**src/rtl/pit_pkg.sv**
```systemverilog
package pit_pkg;

  localparam logic [2:0] MODE_TERM  = 3'd0;
  localparam logic [2:0] MODE_ONESH = 3'd1;
  localparam logic [2:0] MODE_RATE  = 3'd2;
  localparam logic [2:0] MODE_SQR   = 3'd3;
  localparam logic [2:0] MODE_SWSTB = 3'd4;
  localparam logic [2:0] MODE_HWSTB = 3'd5;

  localparam logic [1:0] ACC_LATCH = 2'b00;
  localparam logic [1:0] ACC_LO    = 2'b01;
  localparam logic [1:0] ACC_HI    = 2'b10;
  localparam logic [1:0] ACC_BOTH  = 2'b11;

  // strobes from control to the counting datapath
  typedef struct packed {
    logic load;
    logic dec;
  } ceCtlT;

endpackage

```
**src/rtl/pit_count_path.sv**
```systemverilog
module pit_count_path
  import pit_pkg::*;
#(
  parameter int CNT_W = 16
) (
  input  logic             clk,
  input  logic             rstN,
  input  ceCtlT            ctl,
  input  logic [CNT_W-1:0] reloadVal,
  input  logic             bcdSel,
  output logic [CNT_W-1:0] ceVal,
  output logic [CNT_W-1:0] ceDec,
  output logic [CNT_W-1:0] halfVal
);
  localparam int DIGITS = CNT_W / 4;

  function automatic logic [CNT_W-1:0] decDigits(input logic [CNT_W-1:0] v);
    logic [CNT_W-1:0] r;
    logic borrow;
    r = v;
    borrow = 1'b1;
    for (int i = 0; i < DIGITS; i++) begin
      if (borrow) begin
        if (v[4*i +: 4] == 4'd0) r[4*i +: 4] = 4'd9;
        else begin
          r[4*i +: 4] = v[4*i +: 4] - 4'd1;
          borrow = 1'b0;
        end
      end
    end
    return r;
  endfunction

  function automatic logic [CNT_W-1:0] halfDigits(input logic [CNT_W-1:0] v);
    logic [CNT_W-1:0] r;
    logic odd;
    r = '0;
    odd = 1'b0;
    for (int i = DIGITS - 1; i >= 0; i--) begin
      r[4*i +: 4] = {1'b0, v[4*i+1 +: 3]} + (odd ? 4'd5 : 4'd0);
      odd = v[4*i];
    end
    return r;
  endfunction

  logic [CNT_W-1:0] ceQ;

  always_ff @(posedge clk) begin
    if (!rstN)        ceQ <= '0;
    else if (ctl.load) ceQ <= reloadVal;
    else if (ctl.dec)  ceQ <= ceDec;
  end

  always_comb begin
    ceDec = bcdSel ? decDigits(ceQ) : ceQ - CNT_W'(1);
    // a zero count means the full range of the counter
    if (reloadVal == '0)
      halfVal = bcdSel ? (CNT_W'(5) << (CNT_W - 4)) : {1'b1, {(CNT_W-1){1'b0}}};
    else
      halfVal = bcdSel ? halfDigits(reloadVal) : (reloadVal >> 1);
  end

  assign ceVal = ceQ;

endmodule

```
**src/rtl/pit_chan_ctrl.sv**
```systemverilog
module pit_chan_ctrl
  import pit_pkg::*;
#(
  parameter int CHAN_ID = 0,
  parameter int BYTE_W  = 8,
  localparam int CNT_W  = 2 * BYTE_W
) (
  input  logic              clk,
  input  logic              rstN,
  input  logic              cntTick,
  input  logic              gate,
  input  logic              wrEn,
  input  logic              wrCtl,
  input  logic [BYTE_W-1:0] wrData,
  input  logic              rdEn,
  input  logic [CNT_W-1:0]  ceVal,
  input  logic [CNT_W-1:0]  ceDec,
  input  logic [CNT_W-1:0]  halfVal,
  output ceCtlT             ctl,
  output logic [CNT_W-1:0]  reloadVal,
  output logic [2:0]        modeSel,
  output logic              bcdSel,
  output logic              outPin,
  output logic [BYTE_W-1:0] rdData
);
  logic [1:0]        acc;
  logic              outQ, nullCnt, loadPend, armed, running, pulseArm, crValid;
  logic              wrHi, rdHi, latchValid, statusValid, gatePrev;
  logic [CNT_W-1:0]  latchVal, srcVal;
  logic [BYTE_W-1:0] statusVal;
  logic [2:0]        newMode;
  logic              ctlHit, mine, isCtlWord, isLatchCmd, rbMe, dataWr, countDone;
  logic              gateRise, hwMode, periodic, countOn, doLoad, termReload, byteHi;

  always_comb begin
    ctlHit     = wrEn & wrCtl;
    mine       = wrData[7:6] == 2'(CHAN_ID);
    isCtlWord  = ctlHit & mine & (wrData[5:4] != ACC_LATCH);
    isLatchCmd = ctlHit & mine & (wrData[5:4] == ACC_LATCH);
    rbMe       = ctlHit & (wrData[7:6] == 2'b11) & wrData[1 + CHAN_ID];
    newMode    = (wrData[3:2] == 2'b11) ? {1'b0, wrData[2:1]} : wrData[3:1];
    dataWr     = wrEn & ~wrCtl;
    countDone  = dataWr & ((acc != ACC_BOTH) | wrHi);
    gateRise   = gate & ~gatePrev;
    hwMode     = (modeSel == MODE_ONESH) | (modeSel == MODE_HWSTB);
    periodic   = (modeSel == MODE_RATE) | (modeSel == MODE_SQR);
    countOn    = hwMode | gate;
    doLoad     = cntTick & (armed | (loadPend & gate));
    termReload = cntTick & running & periodic & gate & (ceVal == CNT_W'(1)) & ~doLoad;
    ctl.load   = doLoad | termReload;
    ctl.dec    = cntTick & running & ~ctl.load & countOn;
    srcVal     = latchValid ? latchVal : ceVal;
    byteHi     = (acc == ACC_HI) | ((acc == ACC_BOTH) & rdHi);
    rdData     = statusValid ? statusVal
               : (byteHi ? srcVal[CNT_W-1 -: BYTE_W] : srcVal[BYTE_W-1:0]);
  end

  always_ff @(posedge clk) begin
    if (!rstN) begin
      modeSel <= MODE_TERM; acc <= ACC_LO; bcdSel <= 1'b0; reloadVal <= '0;
      outQ <= 1'b0; nullCnt <= 1'b0; loadPend <= 1'b0; armed <= 1'b0;
      running <= 1'b0; pulseArm <= 1'b0; crValid <= 1'b0; wrHi <= 1'b0;
      rdHi <= 1'b0; latchValid <= 1'b0; statusValid <= 1'b0; gatePrev <= 1'b0;
      latchVal <= '0; statusVal <= '0;
    end else begin
      gatePrev <= gate;
      if (isCtlWord) begin
        modeSel <= newMode; acc <= wrData[5:4]; bcdSel <= wrData[0];
        outQ <= (newMode != MODE_TERM); nullCnt <= 1'b1;
        loadPend <= 1'b0; armed <= 1'b0; running <= 1'b0; pulseArm <= 1'b0;
        crValid <= 1'b0; wrHi <= 1'b0; rdHi <= 1'b0;
        latchValid <= 1'b0; statusValid <= 1'b0;
      end else begin
        // reading first, so that a snapshot taken in the same cycle wins
        if (rdEn) begin
          if (statusValid) statusValid <= 1'b0;
          else if ((acc == ACC_BOTH) && !rdHi) rdHi <= 1'b1;
          else begin rdHi <= 1'b0; latchValid <= 1'b0; end
        end
        if ((isLatchCmd | (rbMe & wrData[5])) && !latchValid) begin
          latchVal <= ceVal; latchValid <= 1'b1;
        end
        if (rbMe && wrData[4] && !statusValid) begin
          statusVal <= BYTE_W'({outQ, nullCnt, acc, modeSel, bcdSel});
          statusValid <= 1'b1;
        end
        if (dataWr) begin
          case (acc)
            ACC_LO:  reloadVal <= {{BYTE_W{1'b0}}, wrData};
            ACC_HI:  reloadVal <= {wrData, {BYTE_W{1'b0}}};
            default: begin
              if (!wrHi) reloadVal[BYTE_W-1:0] <= wrData;
              else       reloadVal[CNT_W-1 -: BYTE_W] <= wrData;
              wrHi <= ~wrHi;
            end
          endcase
        end
        if (countDone) begin
          nullCnt <= 1'b1; crValid <= 1'b1;
          case (modeSel)
            MODE_TERM:           begin outQ <= 1'b0; loadPend <= 1'b1; running <= 1'b0; end
            MODE_SWSTB:          begin loadPend <= 1'b1; running <= 1'b0; end
            MODE_RATE, MODE_SQR: if (!running) loadPend <= 1'b1;
            default: ;
          endcase
        end
        if (gateRise && crValid && hwMode) armed <= 1'b1;
        if (gateRise && crValid && periodic) loadPend <= 1'b1;
        if (periodic && !gate) outQ <= 1'b1;
        if (ctl.load) begin
          running <= 1'b1; nullCnt <= 1'b0; loadPend <= 1'b0; armed <= 1'b0;
          pulseArm <= doLoad;
          if (modeSel == MODE_ONESH)     outQ <= 1'b0;
          else if (modeSel != MODE_TERM) outQ <= 1'b1;
        end else if (ctl.dec) begin
          case (modeSel)
            MODE_TERM, MODE_ONESH: if (ceDec == '0) outQ <= 1'b1;
            MODE_RATE:             outQ <= (ceDec != CNT_W'(1));
            MODE_SQR:              outQ <= (ceDec > halfVal);
            default: begin
              if ((ceDec == '0) && pulseArm) begin outQ <= 1'b0; pulseArm <= 1'b0; end
              else outQ <= 1'b1;
            end
          endcase
        end
      end
    end
  end

  assign outPin = outQ;

endmodule

```
**src/rtl/pit_channel.sv**
```systemverilog
module pit_channel
  import pit_pkg::*;
#(
  parameter int CHAN_ID = 0,
  parameter int BYTE_W  = 8
) (
  input  logic              clk,
  input  logic              rstN,
  input  logic              cntTick,
  input  logic              gate,
  input  logic              wrEn,
  input  logic              wrCtl,
  input  logic [BYTE_W-1:0] wrData,
  input  logic              rdEn,
  output logic [BYTE_W-1:0] rdData,
  output logic              outPin
);
  localparam int CNT_W = 2 * BYTE_W;

  ceCtlT            ctl;
  logic [CNT_W-1:0] ceVal, ceDec, halfVal, reloadVal;
  logic [2:0]       modeSel;
  logic             bcdSel;

  pit_chan_ctrl #(.CHAN_ID(CHAN_ID), .BYTE_W(BYTE_W)) u_ctrl (
    .clk(clk), .rstN(rstN), .cntTick(cntTick), .gate(gate),
    .wrEn(wrEn), .wrCtl(wrCtl), .wrData(wrData), .rdEn(rdEn),
    .ceVal(ceVal), .ceDec(ceDec), .halfVal(halfVal),
    .ctl(ctl), .reloadVal(reloadVal), .modeSel(modeSel), .bcdSel(bcdSel),
    .outPin(outPin), .rdData(rdData)
  );

  pit_count_path #(.CNT_W(CNT_W)) u_path (
    .clk(clk), .rstN(rstN), .ctl(ctl), .reloadVal(reloadVal), .bcdSel(bcdSel),
    .ceVal(ceVal), .ceDec(ceDec), .halfVal(halfVal)
  );

endmodule

```
**config.mk**
```make
export PLATFORM = sky130hd
export DESIGN_NAME = pit_channel
export DESIGN_NICKNAME = d
export VERILOG_FILES = /design/src/rtl/pit_pkg.sv /design/src/rtl/pit_count_path.sv /design/src/rtl/pit_chan_ctrl.sv /design/src/rtl/pit_channel.sv
export SDC_FILE = /design/constraint.sdc
export NUM_CORES = 1
export LEC_CHECK = 0
export ABC_AREA = 0
export BUFFER_PORTS_ARGS = -buffer_cell sky130_fd_sc_hd__buf_2
export CAP_MARGIN = 20
export CORE_UTILIZATION = 55
export CTS_CLUSTER_SIZE = 10
export DETAILED_ROUTE_END_ITERATION = 10
export MAX_ROUTING_LAYER = met4
export PLACE_DENSITY = 0.87
export SYNTH_ARGS = -nofsm -noshare
export SYNTH_HDL_FRONTEND = slang
export SYNTH_SLANG_ARGS = --single-unit
```
**constraint.sdc**
```tcl
create_clock -name clk -period 3.2 [get_ports clk]
set_clock_uncertainty 0.2 [all_clocks]
set_input_delay 0.16 -clock clk [delete_from_list [all_inputs] [get_ports clk]]
set_output_delay 0.16 -clock clk [all_outputs]
set_load 0.01 [all_outputs]
```
# After elaboration in Yosys (flattened, before gate mapping)
# Index checks and enable logic that the tools add are counted.
[word_totals] register_bits=74 in_bits=15 output_inout_bits=9 word_cells=196
[op_classes] addsub=8 magnitude_cmp=1 n_eq_ne=18 muxes=60 bitwise_logic=37 reduce_logical=52
[ops] operator="two-way mux 16 bit" n=6
[ops] operator="two-way mux 1 bit" n=35
[ops] operator="logical NOT 16 bit" n=2
[ops] operator="two-way mux 8 bit" n=4
[ops] operator="one-hot mux 16 bit (2 select lines)" n=1
[ops] operator="two-way mux 4 bit" n=7
[ops] operator="bitwise AND 1 bit" n=20
[ops] operator="== test 16 x 1 -> 1 bit (second input constant)" n=1
[ops] operator="> comparator 16 bit" n=1
[ops] operator="logical NOT 4 bit" n=4
[ops] operator="!= test 16 x 1 -> 1 bit (second input constant)" n=1
[ops] operator="nonzero test 2 bit" n=8
[ops] operator="subtractor 16 x 1 -> 16 bit (second input constant)" n=1
[ops] operator="subtractor 4 x 1 -> 4 bit (second input constant)" n=4
[ops] operator="AND reduction 3 bit" n=5
[ops] operator="nonzero test 3 bit" n=5
[ops] operator="adder 3 x 4 -> 4 bit" n=3
[ops] operator="two-way mux 12 bit" n=1
[ops] operator="two-way mux 3 bit" n=4
[ops] operator="AND reduction 2 bit" n=5
[ops] operator="OR reduction 2 bit" n=5
[ops] operator="logical AND 1 bit" n=9
[ops] operator="inverter 1 bit" n=9
[ops] operator="== test 2 bit (second input constant)" n=4
[ops] operator="15 further kinds" n=31

# Longest topological paths before layout
[logic_depth] ltp_word=13 ltp_mapped=16 ltp_nobuf=15

# Cells and area by module
# From an unflattened synthesis, not the netlist that was laid out.
[unflattened] cells_unflattened=563 area_unflattened_um2=4898.4
[modules_own_cells] module="pit_chan_ctrl" n_inst=1 cells_each=332 area_per_inst_um2=3123.0 seq_area_each_um2=1161.1
[modules_own_cells] module="pit_count_path" n_inst=1 cells_each=231 area_per_inst_um2=1775.5 seq_area_each_um2=320.3

# Worst setup path before layout
# Ideal clock, no wire load.
[synth_path] kind="reg2reg" start="register u_path.ceQ[0] (netlist: u_path.ceVal[0])" end="register u_ctrl.outQ (netlist: u_ctrl.outPin)" setup_ns=0.120 arrival_ns=2.918 required_ns=2.880 setup_slack_ns=-0.038 path_stages_with_launch=16 n_path_buf=2 synth_period_minus_slack_ns=3.238 cell_sequence="dfxtp_1 -> clkbuf_1 -> inv_1 -> ha_1 -> clkbuf_1 -> nand2_1 -> a211oi_4 -> a21oi_2 -> or2_2 -> ha_1 -> a21oi_1 -> nor2_1 -> a2111oi_0 -> nand3_1 -> o211ai_1 -> a21oi_1"
[synth_between] elab_chain_cells=13 word_cells_on_any_way=28 cone_classes="add/sub: 2; order compare: 1; eq/ne: 2; mux: 14; bitwise: 6; reduce/logical: 3"
[synth_lines] item="start, declared" line_no="pit_count_path.sv:46" rtl="logic [CNT_W-1:0] ceQ;"
[synth_lines] item="start signal, assigned" line_no="pit_count_path.sv:50" rtl="else if (ctl.load) ceQ <= reloadVal;"
[synth_lines] item="parallel branches: the longest is 11 deep, another holds subtractor 16 x 1 -> 16 bit"
[synth_lines] item="two-way mux 1 bit *" line_no="pit_chan_ctrl.sv:110" rtl="if (ctl.load) begin"
[synth_lines] item="two-way mux 1 bit *" line_no="pit_chan_ctrl.sv:67" rtl="if (isCtlWord) begin"
[synth_lines] item="end signal, assigned" line_no="pit_chan_ctrl.sv:118" rtl="MODE_RATE: outQ <= (ceDec != CNT_W'(1));"
[synth_lines] item="end signal, assigned" line_no="pit_chan_ctrl.sv:119" rtl="MODE_SQR: outQ <= (ceDec > halfVal);"
[synth_lines] item="end, declared" line_no="pit_chan_ctrl.sv:27" rtl="logic outQ, nullCnt, loadPend, armed, running, pulseArm, crValid;"
# Mark *: on every way between the ends.
# A chain may end at the register's enable or synchronous reset.

# Worst setup path after layout
[layout_path] start="register u_path.ceQ[9] (netlist: u_path.ceVal[9])" end="register u_ctrl.outQ (netlist: u_ctrl.outPin)"
[layout_between] elab_chain_cells=12 word_cells_on_any_way=26 cone_classes="add/sub: 2; order compare: 1; eq/ne: 2; mux: 12; bitwise: 6; reduce/logical: 3"
[layout_lines] item="parallel branches: the longest is 10 deep, another holds subtractor 16 x 1 -> 16 bit"
[layout_lines] item="two-way mux 1 bit *" line_no="pit_chan_ctrl.sv:110"
[layout_lines] item="two-way mux 1 bit *" line_no="pit_chan_ctrl.sv:67"
# Marked as above.

==> results.cfg <==
[yosys]
synth_top_area_cell = dfxtp_1
syn-num-nets = 638
synth_cell_types = 66
syn_area_um2 = 4927
ys_ff_latch = 74
synth-async-reset-ratio_pct = 0
yosysWarnings = 0
synth_flop_cell = dfxtp_1
synthCells = 593
synth_seq_area_share_pct = 30.07
synth_area_leaders = dfxtp_1 30%, ha_1 7.6%, nor2_1 6.0%, mux2i_1 5.1%, a21oi_1 5.0%
syn_area_per_cell_um2 = 8.309
synth_top_area_share_pct = 30.07
synth_edf_count = 0

[floorplanning]
start_util_pct = 56.78
rows = 34
die_w_um = 96.65
fp.dieH_um = 96.65
boundaryPins = 24
core_area_um2 = 8678
design.die.area_um2 = 9341

[clock_network]
cts.clk_slew.worst_paths_ps = 80
cts_tree = done
clock_path_buffers = 2
root_buffer = clkbuf_8
htreeDepth = 3
numCtsBuffers = 9
clk_latency_ps = 360
clock-sinks = 74

[critical_path]
crit_path_start = u_path.ceVal[9]$_SDFFE_PN0P_
cp_max_fo = 12
path_class = reg2reg
worstPathArrival_ps = 3170
reg2reg_slack_ps = 110
crit-reg2reg-launch = u_path.ceVal[9]$_SDFFE_PN0P_
end_kind = flop
worstSetupStartpointType = flop
critPathRequiredTime_ps = 3280
r2r_end = u_ctrl.outPin$_SDFF_PN0_
worst_r2r_path_depth = 14

[placement]
dp_hpwl_um = 11660
place_congestion = 0.9478
port_buffers = 23
placed_area_um2 = 5512
dp_cells = 749

[sta]
period_needed_ps = 3088
setup_viol = 0
tns_ps = 0
slew_viol_final = 0
final-hold-violation-count = 0
max_freq_mhz = 323.9
min_period_over_period_pct = 96.49
maxSlewHeadroom_pct = 56.42
tightestPinTransition_ps = 637.2

[worst_hold_path]
hp-class = in2reg
hold_path_end = u_ctrl.reloadVal[11]$_SDFFE_PN0P_
min-delay-start = wrData[3]
hold_depth = 5

[grt]
grt.total_usage_pct = 34.84
grt_pass1_vias = 4761
grt_pass1_wl_um = 24990
grt.overflow.total = 0
grt_start_max_net_pins = 39
antenna_found_initial = 0

[routing]
drc = 0
firstDrtPassIters = 5
vias = 5037
wl_met3_um = 1160
ant_nets = 0
wl_per_cell_um = 20.63
maxUsedRoutingLayer = met4
vias_per_cell = 6.466
wirelength_um = 16070
met2_length_um = 7691
wl_met1_um = 6622
drt-initial-drc-count = 399

[power]
p_total_w = 0.002506
powerDensity_nw_per_um2 = 415.4
p_leak_nw = 2.431
max-vdd-ir-drop_uv = 383.8

[finish]
finalInstanceArea_um2 = 6033
drive_above_1_share_pct = 23.55
diodes = 0
nets = 712
nFillCells = 689
area_growth_pct = 22.45
finalNonFillerCells = 779
fin_util_pct = 69.52

[outcome]
status = finished clean

[job]
cap_viol_max_count = 0
worst max-delay path by stage:
| stage | slack (ps) | to | cells past startpoint |
|---|---|---|---|
| after floorplan | 6 | u_ctrl.outPin$_SDFF_PN0_ | 15 |
| after global placement | 20 | u_ctrl.outPin$_SDFF_PN0_ | 13 |
| after detailed placement | -20 | u_ctrl.outPin$_SDFF_PN0_ | 11 |
| after CTS | 3 | u_ctrl.outPin$_SDFF_PN0_ | 12 |
| after global routing | -40 | u_ctrl.outPin$_SDFF_PN0_ | 14 |
| final | 110 | u_ctrl.outPin$_SDFF_PN0_ | 14 |
logic make-up (layout without fill, tap and decap cells):
logic type	after synthesis	in the layout	synth area share (%)
buf+inv	59	137	4.952
compound gates	155	155	22.02
simple gates	217	217	21.46
xor+xnor	11	11	1.955
fa+ha+maj	30	30	7.618
flops	74	74	30.07
mux	47	47	11.93
timing repair:
| item | in CTS | in global routing |
|---|---|---|
| buffers inserted | 0 | 3 |
| gates resized for setup | 3 | 25 |
| endpoints found under the hold margin | 22 | 0 |
| pin swaps | 0 | 16 |
| endpoints found under the setup margin | 1 | 1 |
| hold buffers | 12 | 0 |
flip-flops by register name, summed over array words and instances (netlist names):
name,count
u_ctrl.rdHi,1
u_ctrl.latchValid,1
u_path.ceVal,16
u_ctrl.acc,2
u_ctrl.modeSel,3
u_ctrl.bcdSel,1
u_ctrl.statusValid,1
u_ctrl.pulseArm,1
u_ctrl.loadPend,1
u_ctrl.nullCnt,1
u_ctrl.reloadVal,16
u_ctrl.outPin,1
u_ctrl.statusVal,8
u_ctrl.armed,1
u_ctrl.running,1
u_ctrl.latchVal,16
u_ctrl.gatePrev,1
u_ctrl.crValid,1
u_ctrl.wrHi,1
per-layer routing:
layer | vias to the layer above | track usage (%)
met5 | - | -
met4 | 0 | 13.43
met3 | 69 | 4.552
met2 | 271 | 57.64
met1 | 2369 | 43.29
li1 | 2328 | -
final cells by class:
| cell class | count | area [µm²] | area share (%) |
|---|---|---|---|
| Multi-Input combinational cell | 460 | 3344 | 55.43 |
| Clock inverter | 6 | 113.9 | 1.887 |
| Tap cell | 108 | 135.1 | 2.240 |
| Sequential cell | 74 | 1485 | 24.62 |
| Clock buffer | 9 | 123.9 | 2.053 |
| Timing Repair Buffer | 99 | 744.5 | 12.34 |
| Inverter | 23 | 86.33 | 1.431 |
synthesized netlist by cell type (4+ instances only):
cell / number
a211oi_1: 14
a21o_1: 4
a21oi_1: 49
a22o_1: 14
a311oi_1: 4
a31oi_1: 7
and2_1: 5
clkbuf_1: 28
dfxtp_1: 74
ha_1: 30
inv_1: 22
mux2_2: 14
mux2i_1: 25
mux4_2: 8
nand2_1: 51
nand2b_1: 5
nand3_1: 8
nand4_1: 10
nor2_1: 79
nor2b_1: 7
nor3_1: 16
nor4_1: 10
o211ai_1: 15
o21a_1: 5
o21ai_0: 16
o21bai_1: 4
xnor2_1: 7
xor2_1: 4
worst max-delay path, cell delays in order, from the launching register on:
cell and delay (ps):
dfxtp_1 320, buf_4 190, nor4_4 340, nand4_1 180, o21a_1 240, a211oi_4 260
inv_1 110, ha_4 280, nand4_1 120, nor2_2 180, and2_4 170, o221ai_2 90
nand3_1 110, o211ai_1 110, a21oi_1 140
where the power goes:
part | switching, W | internal, W | total (W) | leakage [nW]
registers | 0.0000200 | 0.000940 | 0.000960 | 0.600
clock network | 0.000394 | 0.000517 | 0.000911 | 0.112
logic | 0.000348 | 0.000288 | 0.000636 | 1.72
cells in the final DEF, fill, tap and decap left out, types with 6 or more instances in the layout:
cell type / Yosys / layout
mux2i_1: 25 / 25
buf_2: 3 / 23
nor3_1: 16 / 16
a31oi_1: 7 / 6
clkbuf_8: 0 / 9
mux2_2: 14 / 13
nor2b_1: 7 / 7
a22o_1: 14 / 14
nor2_1: 79 / 76
a211oi_1: 14 / 14
xnor2_1: 7 / 7
a21oi_1: 49 / 47
o21ai_0: 16 / 15
nand2_1: 51 / 50
o211ai_1: 15 / 15
inv_1: 22 / 22
dlygate4sd3_1: 0 / 12
mux4_2: 8 / 8
nand3_1: 8 / 8
buf_4: 1 / 61
dfxtp_1: 74 / 71
ha_1: 30 / 26
nor4_1: 10 / 8
nand4_1: 10 / 10
per-stage QoR:
step / worst slack (ps) / hold WS, ps
floorplan: 6.392 / 31.83
global placement: 24.49 / 187.5
detailed placement: -22.32 / 196.5
CTS: 2.536 / 20.30
global route: -39.41 / 65.07
finish: 112.4 / 37.51
Note: power is estimated with default switching activity, not from simulation.
